[src/rtl/fa_pkg.sv]
package fa_pkg;
  typedef enum logic [1:0] {
    OP_READ  = 2'b00,
    OP_WRITE = 2'b01,
    OP_FADD  = 2'b10,
    OP_TSET  = 2'b11
  } opE;

  typedef enum logic [1:0] {
    ST_IDLE = 2'b00,
    ST_EXEC = 2'b01,
    ST_RESP = 2'b10
  } stateE;

  typedef struct packed {
    logic capture;
    logic commit;
  } strobeT;
endpackage

[src/rtl/fa_ctrl.sv]
module fa_ctrl
  import fa_pkg::*;
(
  input  logic   clk,
  input  logic   rst,
  input  logic   anyReq,
  output strobeT strobe
);
  stateE state;

  always_ff @(posedge clk) begin
    if (rst) begin
      state <= ST_IDLE;
    end else begin
      case (state)
        ST_IDLE: if (anyReq) state <= ST_EXEC;
        ST_EXEC: state <= ST_RESP;
        default: state <= ST_IDLE;
      endcase
    end
  end

  always_comb begin
    strobe.capture = (state == ST_IDLE) && anyReq;
    strobe.commit  = (state == ST_EXEC);
  end
endmodule

[src/rtl/fa_dpath.sv]
module fa_dpath
  import fa_pkg::*;
#(
  parameter int N = 4,
  parameter int W = 8
) (
  input  logic           clk,
  input  logic           rst,
  input  strobeT         strobe,
  input  logic [N-1:0]   reqValid,
  input  logic [2*N-1:0] reqOp,
  input  logic [N*W-1:0] reqData,
  output logic [N-1:0]   rspValid,
  output logic [N*W-1:0] rspData
);
  localparam logic [W-1:0] SET_VAL = W'(1);

  logic [W-1:0] wordQ;
  logic [N-1:0] pendValid;
  opE           pendOp   [N];
  logic [W-1:0] pendData [N];
  logic [N-1:0] rspValidQ;
  logic [W-1:0] rspDataQ [N];

  logic [W-1:0] afterWr;
  logic [W-1:0] run      [N+1];
  logic [W-1:0] retVal   [N];

  // writes land first; the highest index write wins
  always_comb begin
    afterWr = wordQ;
    for (int i = 0; i < N; i++) begin
      if (pendValid[i] && pendOp[i] == OP_WRITE) afterWr = pendData[i];
    end
  end

  assign run[0] = afterWr;

  generate
    for (genvar g = 0; g < N; g++) begin : g_chain
      logic isFadd;
      logic isTset;
      assign isFadd = pendValid[g] && pendOp[g] == OP_FADD;
      assign isTset = pendValid[g] && pendOp[g] == OP_TSET;
      assign run[g+1] = isFadd ? run[g] + pendData[g] :
                        isTset ? SET_VAL : run[g];
      always_comb begin
        case (pendOp[g])
          OP_READ:  retVal[g] = wordQ;
          OP_WRITE: retVal[g] = pendData[g];
          default:  retVal[g] = run[g];
        endcase
      end
      assign rspData[g*W +: W] = rspDataQ[g];
    end
  endgenerate

  always_ff @(posedge clk) begin
    if (rst) begin
      wordQ     <= '0;
      pendValid <= '0;
      rspValidQ <= '0;
    end else begin
      rspValidQ <= '0;
      if (strobe.capture) begin
        pendValid <= reqValid;
      end else if (strobe.commit) begin
        wordQ     <= run[N];
        rspValidQ <= pendValid;
        pendValid <= '0;
      end
    end
  end

  always_ff @(posedge clk) begin
    for (int i = 0; i < N; i++) begin
      if (strobe.capture) begin
        pendOp[i]   <= opE'(reqOp[2*i +: 2]);
        pendData[i] <= reqData[W*i +: W];
      end
      if (strobe.commit) rspDataQ[i] <= retVal[i];
    end
  end

  assign rspValid = rspValidQ;
endmodule

[src/rtl/fa_combiner.sv]
module fa_combiner
  import fa_pkg::*;
#(
  parameter int N = 4,
  parameter int W = 8
) (
  input  logic           clk,
  input  logic           rst,
  input  logic [N-1:0]   reqValid,
  input  logic [2*N-1:0] reqOp,
  input  logic [N*W-1:0] reqData,
  output logic [N-1:0]   rspValid,
  output logic [N*W-1:0] rspData
);
  strobeT strobe;

  fa_ctrl u_ctrl (
    .clk    (clk),
    .rst    (rst),
    .anyReq (|reqValid),
    .strobe (strobe)
  );

  fa_dpath #(.N(N), .W(W)) u_dp (
    .clk      (clk),
    .rst      (rst),
    .strobe   (strobe),
    .reqValid (reqValid),
    .reqOp    (reqOp),
    .reqData  (reqData),
    .rspValid (rspValid),
    .rspData  (rspData)
  );
endmodule

[config.mk]
export PLATFORM = sky130hd
export DESIGN_NAME = fa_combiner
export DESIGN_NICKNAME = d
export VERILOG_FILES = /design/src/rtl/fa_pkg.sv /design/src/rtl/fa_ctrl.sv /design/src/rtl/fa_dpath.sv /design/src/rtl/fa_combiner.sv
export SDC_FILE = /design/constraint.sdc
export NUM_CORES = 1
export LEC_CHECK = 0
export BUFFER_PORTS_ARGS = -buffer_cell sky130_fd_sc_hd__buf_4
export CORE_ASPECT_RATIO = 0.9
export CORE_UTILIZATION = 53
export CTS_BUF_LIST = sky130_fd_sc_hd__clkbuf_4 sky130_fd_sc_hd__clkbuf_8
export DETAILED_ROUTE_END_ITERATION = 7
export GPL_ROUTABILITY_DRIVEN = 0
export PLACE_DENSITY = 0.85
export SYNTH_ARGS = -nofsm -noshare
export SYNTH_HDL_FRONTEND = slang
export SYNTH_SLANG_ARGS = --single-unit
[constraint.sdc]
create_clock -name clk -period 5.9 [get_ports clk]
set_input_delay 0.885 -clock clk [delete_from_list [all_inputs] [get_ports clk]]
set_output_delay 0.885 -clock clk [all_outputs]
set_load 0.01 [all_outputs]
[Word-level counts from Yosys, hierarchy flattened]
Memory sizes are Yosys's and may differ from the RTL's.
Index checks and enable logic that the tools add are counted.
Storage, ports and cells
  register bits: 18
  bits in writable memories: 72
  input port bits: 46
  output and inout bits: 36
  logic and storage cells: 73
  memories: 3
Cells by class
  add/sub/neg operators: 4
  equality and inequality tests: 14
  multiplexer cells: 24
  bitwise logic cells: 2
  reduce and logical (&&, ||, !) cells: 22
Memories
  u_dp.pendData: depth 4, bits a word 8, rd ports 4, clocked after memory_dff 0, wr ports 4, RTL line fa_dpath.sv:21  | logic [W-1:0] pendData [N];
  u_dp.rspDataQ: depth 4, bits a word 8, rd ports 4, clocked after memory_dff 0, wr ports 4, RTL line fa_dpath.sv:23  | logic [W-1:0] rspDataQ [N];
  u_dp.pendOp: depth 4, bits a word 2, rd ports 4, clocked after memory_dff 0, wr ports 4, RTL line fa_dpath.sv:20  | opE pendOp [N];
Operator list (count)
  $mux 8: 12
  $pmux 8 s2: 4
  $add 8x8->8: 4
  $eq 2x2->1 const B: 8
  $logic_and 1x1->1: 13
  $eq 2x1->1 const B: 5
  $logic_not 2->1: 5
  $mux 4: 2
  $mux 1: 4
  $pmux 2 s2: 1
  $reduce_or 4->1: 1
  $reduce_or 3->1: 1
  $mux 2: 1
  $ne 2x1->1 const B: 1
  $not 1->1: 2
  $reduce_and 2->1: 1
  $reduce_bool 2->1: 1

[Logic depth before layout (Yosys ltp)]
Gate-level depths: netlist of the first run.
  depth after elaboration: 14
  gate-level depth with buffers: 33
  gate-level depth less buffers: 31

[By module]
From an unflattened synthesis of the first run, not the netlist that was laid out.
Second synthesis, totals
  cell total of the unflattened synthesis: 525
  area, all modules: 5402.7 µm²
By module, submodules not included
  fa_dpath: instances 1, cells each 518, area each 5318.9 µm², sequential area each 2482.4 µm²
  fa_ctrl: instances 1, cells each 6, area each 76.3 µm², sequential area each 40.0 µm²
  fa_combiner: instances 1, cells each 1, area each 7.5 µm², sequential area each 0.0 µm²

[Worst setup path before layout of the first run]
Ideal clock, no wire load.
  path kind: reg-to-reg
  start point: memory u_dp.pendOp[1][0] (netlist name)
  end point: register u_dp.wordQ[7]
  setup time: 0.117 ns
  arrival time: 5.804 ns
  data required time: 5.783 ns
  slack: -0.021 ns
  stages on the path, launching flop included: 34
  period minus slack after synthesis: 5.921 ns
  path through: edfxtp_1 clkbuf_1 nand3b_1 clkbuf_1 nor2_1 a211oi_1 a21oi_1 a21o_1 inv_1 ha_1 inv_1 fa_1 nor3_1 a21oi_1 inv_1 fa_1 a21oi_1 a21oi_1 inv_1 fa_1 o21ai_0 o21ai_0 inv_1 ha_1 a21o_1 a21oi_1 o21bai_1 a21oi_1 o21bai_1 a21oi_1 xor2_1 nor4_1 mux2i_1 nand2_1
RTL lines
  start: declaration: RTL line fa_dpath.sv:20
  end signal: assignment: RTL line fa_dpath.sv:68  | wordQ <= run[N];
  end: declaration: RTL line fa_dpath.sv:18  | logic [W-1:0] wordQ;

==> flow_metrics.tcl, run 1 <==
set metrics [dict create \
    synth_seq_area_share_pct 47.6 \
    final_cell_mix "126 x buf_4, 72 x edfxtp_1, 39 x nand2_1" \
    ys_async_sr_fraction_pct 0 \
    core_area_mm2 0.00970 \
    final_common_cell "buf_4" \
    row_count 34 \
    cp.required_ns 6.17 \
    drt_first_pass_iters 8 \
    hold_class "flip-flop to flip-flop" \
    grt_max_degree 42 \
    crit_top_cell "ha_1" \
    postPlaceCellArea_mm2 0.00619 \
    clkTransAtPathRegs_ns 0.09 \
    grt_usage_pct 28.3 \
    drc 0 \
    power.total_mw 2.25 \
    antenna_cells 0 \
    io_pins 82 \
    via_per_inst 6.37 \
    finish.utilization_pct 70.4 \
    finalWorstSetupSlack_ns -0.0694 \
    root_buffer "clkbuf_8" \
    report.final.setup_viol 2 \
    synth-edff-count 72 \
    ctsHtreeMaxLevel 3 \
    fin_area_mm2 0.00683 \
    synth_seq_cells 90 \
    maxCapViolCount 0 \
    timing.hold.ws_ns 0.516 \
    die_x_um 107 \
    drt_iter0_drc 521 \
    die-area_mm2 0.0104 \
    setup.worst_path.end_class "flip-flop" \
    max_freq_mhz 168 \
    violations "negative setup slack" \
    cellPowerDensity_mw_per_mm2 330 \
    arrival_ns 6.24 \
    syn_area_mm2 0.00529 \
    clock_latency_ns 0.38 \
    crit_type "flip-flop to flip-flop" \
    critPathMaxFanout 6 \
    detail-route-antenna-nets 0 \
    portBuffers 81 \
    synth_nets 584 \
    via_count 4787 \
    cts.sinks 90 \
    peakVddDrop_v 0.000193 \
    clock_skew_ns 0.0219 \
    initial_core_util_pct 54.6 \
    finalNetCount 699 \
    numCtsBuffers 9 \
    cp-start-kind "flip-flop" \
    antenna_found_initial 0 \
    postSynthAreaPerCell_um2 10.5 \
    path_delay_family "compound AO/OA/AOI/OAI gates" \
    slew_viol_final 0 \
    wl_per_cell_um 21.0 \
    slowest_stage "edfxtp_1" \
    fillCellCount 645 \
    grt_setup_unrepaired "yes" \
    syn_to_final_growth_pct 29.0 \
    p_leak_nw 2.87 \
    synth_ff_type "edfxtp_1" \
    slew_headroom_pct 59.0 \
    cts_tree "yes" \
    hold_viol 0 \
    slowest_delay_ns 0.43 \
    grt.overflow.total 0 \
    fin_crit_sh_pct 101 \
    grt_pass1_wl_um 22300 \
    yosysWarnings 0 \
    path_buf_inv 3 \
    status "complete, but fails checks" \
    drive_gt1_share_pct 31.8 \
    synth_cell_types 56 \
    hpwl_um 10200 \
    die_y_um 96.8 \
    cts_buffer_depth 2 \
    worstMarginPinSlew_ns 0.613 \
    grt_pass1_vias 4465 \
    finalWirelength_um 15800 \
    synthCells 505 \
    period_needed_ns 5.97 \
]
## per-stage QoR
step	TNS (ns)	std cells	setup slack, ns
2_1_floorplan	0	505	0.0719
3_3_place_gp	0	719	0.127
3_5_place_dp	-0.106	719	-0.106
4_1_cts	0	736	0.00185
5_1_grt	-0.634	751	-0.294
6_report	-0.0944	751	-0.0694
## area by class of cell
type	count	area, µm²	share of cell area (%)
Clock inverter	5	103	1.50
Timing Repair Buffer	128	962	14.1
Multi-Input combinational cell	364	2840	41.6
Clock buffer	11	139	2.03
Sequential cell	90	2520	37.0
Tap cell	126	158	2.31
Inverter	27	101	1.48
## per-layer routing
metal	vias to the layer above	wire (µm)	global-route usage [%]
met2	374	7170	42.7
met5	-	0	0
met1	2209	5900	37.9
met4	0	916	14.3
met3	111	1800	6.60
li1	2093	-	-
## cell usage after synthesis, types with 5 or more instances
cell / number / area share (%)
a211oi_1: 14 / 2.0
a21o_1: 8 / 1.1
a21oi_1: 39 / 3.7
a221oi_1: 5 / 0.83
a22oi_1: 6 / 0.85
and2_1: 7 / 0.83
clkbuf_1: 15 / 1.1
dfxtp_1: 18 / 6.8
edfxtp_1: 72 / 41
ha_1: 29 / 6.9
inv_1: 26 / 1.8
mux2i_1: 31 / 5.9
nand2_1: 39 / 2.8
nor2_1: 38 / 2.7
nor2b_1: 10 / 1.2
nor3_1: 13 / 1.2
o211ai_1: 5 / 0.71
o21ai_0: 33 / 3.1
o21bai_1: 7 / 0.99
xnor2_1: 13 / 2.2
xor2_1: 8 / 1.3
## final timing paths
kind	start	endpoint	slack [ns]	depth (start not counted)
min	u_ctrl.state[1]	u_ctrl.state[0]	0.52	1
max reg2reg	u_dp.pendOp[1][1]	u_dp.wordQ[7]	-0.07	25
max	u_dp.pendOp[1][1]	u_dp.wordQ[7]	-0.07	25
min reg2reg	u_ctrl.state[1]	u_ctrl.state[0]	0.52	1
## sequential cells by signal, summed over array words and instances, names as in the netlist
signal	count
u_dp.rspValid	4
u_dp.pendData	32
u_dp.rspDataQ	32
u_dp.pendOp	8
u_dp.wordQ	8
u_dp.pendValid	4
u_ctrl.state	2
## what timing repair did
| action | 4_1_cts | 5_1_grt |
|---|---|---|
| resized for setup | 5 | 49 |
| gates cloned | 0 | 1 |
| hold buffers | 0 | 0 |
| setup endpoints to repair | 3 | 5 |
| pin swaps | 0 | 41 |
| buffers inserted | 1 | 14 |
## power breakdown
group	internal (mW)	total (mW)	switching [mW]
clock network	0.290	0.507	0.216
logic	0.409	0.903	0.494
registers	0.781	0.846	0.0649
## worst reg2reg max path: stages, from the launching register on
cell and delay (ns):
edfxtp_1 0.43, nand3b_1 0.34, buf_6 0.22, a211oi_1 0.32, a21oi_1 0.13, a21oi_2 0.26, ha_1 0.34, nand3_1 0.14
o211ai_1 0.12, or3_1 0.37, a32oi_4 0.31, inv_1 0.08, ha_1 0.36, xnor2_1 0.20, o22ai_2 0.15, ha_1 0.39
xnor2_1 0.28, a22o_1 0.37, ha_4 0.26, inv_1 0.07, o21bai_1 0.06, a21oi_1 0.16, xor2_1 0.20, nor4_1 0.08
mux2i_1 0.18, nand2_1 0.07
## cells by family (layout without fill, tap and decap cells)
kind of cell	count (synthesis)	count (layout)	synth area share (%)
XOR/XNOR	21	21	3.47
multiplexers	32	32	6.07
buffers and inverters	51	171	3.99
AND/OR/NAND/NOR	130	130	11.9
flip-flops	90	90	47.6
AO/OA/AOI/OAI	148	148	18.6
adder cells (fa/ha/maj)	33	33	8.37
No activity file was read; power rests on OpenSTA's default activity.
==> run 2: changes to the inputs <==
--- a/config.mk
+++ b/config.mk
@@ -7,11 +7,11 @@
 export LEC_CHECK = 0
 export BUFFER_PORTS_ARGS = -buffer_cell sky130_fd_sc_hd__buf_4
 export CORE_ASPECT_RATIO = 0.9
-export CORE_UTILIZATION = 53
+export CORE_UTILIZATION = 45
 export CTS_BUF_LIST = sky130_fd_sc_hd__clkbuf_4 sky130_fd_sc_hd__clkbuf_8
 export DETAILED_ROUTE_END_ITERATION = 7
 export GPL_ROUTABILITY_DRIVEN = 0
-export PLACE_DENSITY = 0.85
+export PLACE_DENSITY = 0.75
 export SYNTH_ARGS = -nofsm -noshare
 export SYNTH_HDL_FRONTEND = slang
 export SYNTH_SLANG_ARGS = --single-unit
==> run 2 against run 1 <==
Against the previous run:
- die area grew 17%
- design area grew 0.37%
- maximum frequency grew 3.4%
- flip-flop and latch count is the same
- non-clock buffer count shrank 4
- clock-buffer cell count shrank 1
- first-iteration DRC count shrank 0.19%
- largest cell class unchanged
- register-to-register slack gained 0.19 ns
- combinational power shrank 2.5%
- critical endpoint unchanged
- clock skew shrank 0.0029 ns
- the flow now finishes without violations
==> flow_metrics.tcl, run 2 (same netlist as run 1, synthesis figures left out) <==
set metrics [dict create \
    status "finished, final reports clean" \
    critPathMaxFanout 3 \
    cts_buffer_depth 2 \
    hold_class "flip-flop to flip-flop" \
    cp-start-kind "flip-flop" \
    drt_first_pass_iters 6 \
    finalNetCount 695 \
    core_area_mm2 0.0114 \
    setup.worst_path.end_class "flip-flop" \
    max_freq_mhz 173 \
    worst_r2r_path_depth 31 \
    p_leak_nw 2.82 \
    cellPowerDensity_mw_per_mm2 316 \
    p_seq_share_pct 39.2 \
    grt.overflow.total 0 \
    slowest_delay_ns 0.53 \
    final_common_cell "buf_4" \
    grt_use_met3_pct 6.03 \
    cp.required_ns 6.22 \
    slew_headroom_pct 61.2 \
    row_count 37 \
    clock_latency_ns 0.38 \
    antenna_cells 0 \
    r2r-end "u_dp.wordQ[7]" \
    clock_skew_ns 0.0190 \
    postPlaceCellArea_mm2 0.00622 \
    reg_top3 "u_dp.pendData (32), u_dp.rspDataQ (32)" \
    grt_util_met2_pct 38.8 \
    power.internal_mw 1.39 \
    report.final.setup_viol 0 \
    grt_pass1_vias 4217 \
    fin_crit_sh_pct 97.9 \
    grt_pass1_wl_um 22500 \
    slew_viol_final 0 \
    via_per_inst 5.92 \
    crit_top_cell "a21oi_2" \
    finalWirelength_um 15600 \
    power.total_mw 2.17 \
    clkPwrFrac_pct 20.2 \
    p_sw_share_pct 36.0 \
    slowest_stage "fa_2" \
    arrival_ns 6.10 \
    worstMarginPinSlew_ns 0.583 \
    clkTransAtPathRegs_ns 0.09 \
    busiest_layer "met2" \
    die_x_um 116 \
    peakVddDrop_v 0.000173 \
    r2r_slack_ns 0.13 \
    detail-route-antenna-nets 0 \
    fin_cells 777 \
    worstHoldStart "u_ctrl.state[1]" \
    finalWorstSetupSlack_ns 0.125 \
    fin_area_mm2 0.00685 \
    wl_per_cell_um 20.0 \
    grtUsageMet1_pct 33.9 \
    die-area_mm2 0.0122 \
    initial_core_util_pct 46.3 \
    io_pins 82 \
    hold_viol 0 \
    post-place-ws_ns -0.128 \
    via_count 4603 \
    drt_iter0_drc 520 \
    die_y_um 105 \
    numCtsBuffers 9 \
    drive_gt1_share_pct 32.7 \
    final_cell_mix "123 x buf_4, 72 x edfxtp_1, 39 x nand2_1" \
    cts.sinks 90 \
    cts_tree "yes" \
    period_needed_ns 5.77 \
    p_switching_mw 0.780 \
    syn_to_final_growth_pct 29.4 \
    reg2reg_from "u_dp.pendOp[0][1]" \
    drc 0 \
    portBuffers 81 \
    root_buffer "clkbuf_8" \
    maxCapViolCount 0 \
    antenna_found_initial 0 \
    crit_end "u_dp.wordQ[7]" \
    grt_max_degree 45 \
    grt_usage_pct 25.1 \
    ctsHtreeMaxLevel 3 \
    crit_type "flip-flop to flip-flop" \
    hpwl_um 10800 \
    p_comb_share_pct 40.6 \
    dp_cells 749 \
    crit_path_start "u_dp.pendOp[0][1]" \
]
[run 2: worst max-delay path: cells and delay by family (launching register included)]
family	cells	cell delay [ns]
multiplexers	2	0.24
buffers and inverters	5	0.36
AND/OR/NAND/NOR	4	0.62
XOR/XNOR	1	0.10
AO/OA/AOI/OAI	14	2.04
adder cells (fa/ha/maj)	5	1.95
flip-flops	1	0.40
[run 2: per-layer routing]
layer / wire (µm) / share of wire [%]
met5: 0 / 0
met4: 606 / 3.9
met1: 6440 / 41
met2: 7270 / 47
met3: 1240 / 8.0
[run 2: final cells by class]
type                       instances  area [µm²]
clock buffer                      10         131
clock inverter                     6        72.6
fill                             937        4580
inverter                          27         101
multi-input combinational        364        2890
sequential                        90        2520
tap                              156         195
timing repair buffer             124         935
[run 2: how the worst min path moves through the flow]
stage | endpoint | slack (ns) | cells after the start
6_report | u_ctrl.state[0] | 0.51 | 1
3_5_place_dp | u_ctrl.state[0] | 0.50 | 1
3_3_place_gp | u_ctrl.state[0] | 0.47 | 1
4_1_cts | u_ctrl.state[0] | 0.50 | 1
5_1_grt | u_ctrl.state[0] | 0.51 | 1
2_1_floorplan | u_ctrl.state[0] | 0.44 | 1
[run 2: per-stage QoR]
stage                     hold WS [ns]  TNS [ns]  utilization (%)
final                            0.509         0             59.9
after detailed placement         0.498    -0.128             54.4
after global routing             0.511    -0.261             59.9
after CTS                        0.502         0             56.6
after global placement           0.470         0             54.4
after floorplan                  0.436         0                -
[run 2: power by group through the flow]
| stage | registers (mW) | logic (mW) | clock network [mW] |
|---|---|---|---|
| final | 0.848 | 0.880 | 0.439 |
| after global routing | 0.853 | 0.948 | 0.468 |
| after CTS | 0.839 | 0.749 | 0.450 |
| after detailed placement | 0.853 | 0.730 | 0 |
| after floorplan | 0.847 | 0.488 | 0 |
| after global placement | 0.851 | 0.701 | 0 |
[run 2: what timing repair did]
action | 4_1_cts | 5_1_grt
gates resized for setup | 7 | 54
hold buffers | 0 | 0
setup buffers | 1 | 11
gates cloned | 0 | 0
pin swaps | 0 | 29
endpoints found under the setup margin | 2 | 5
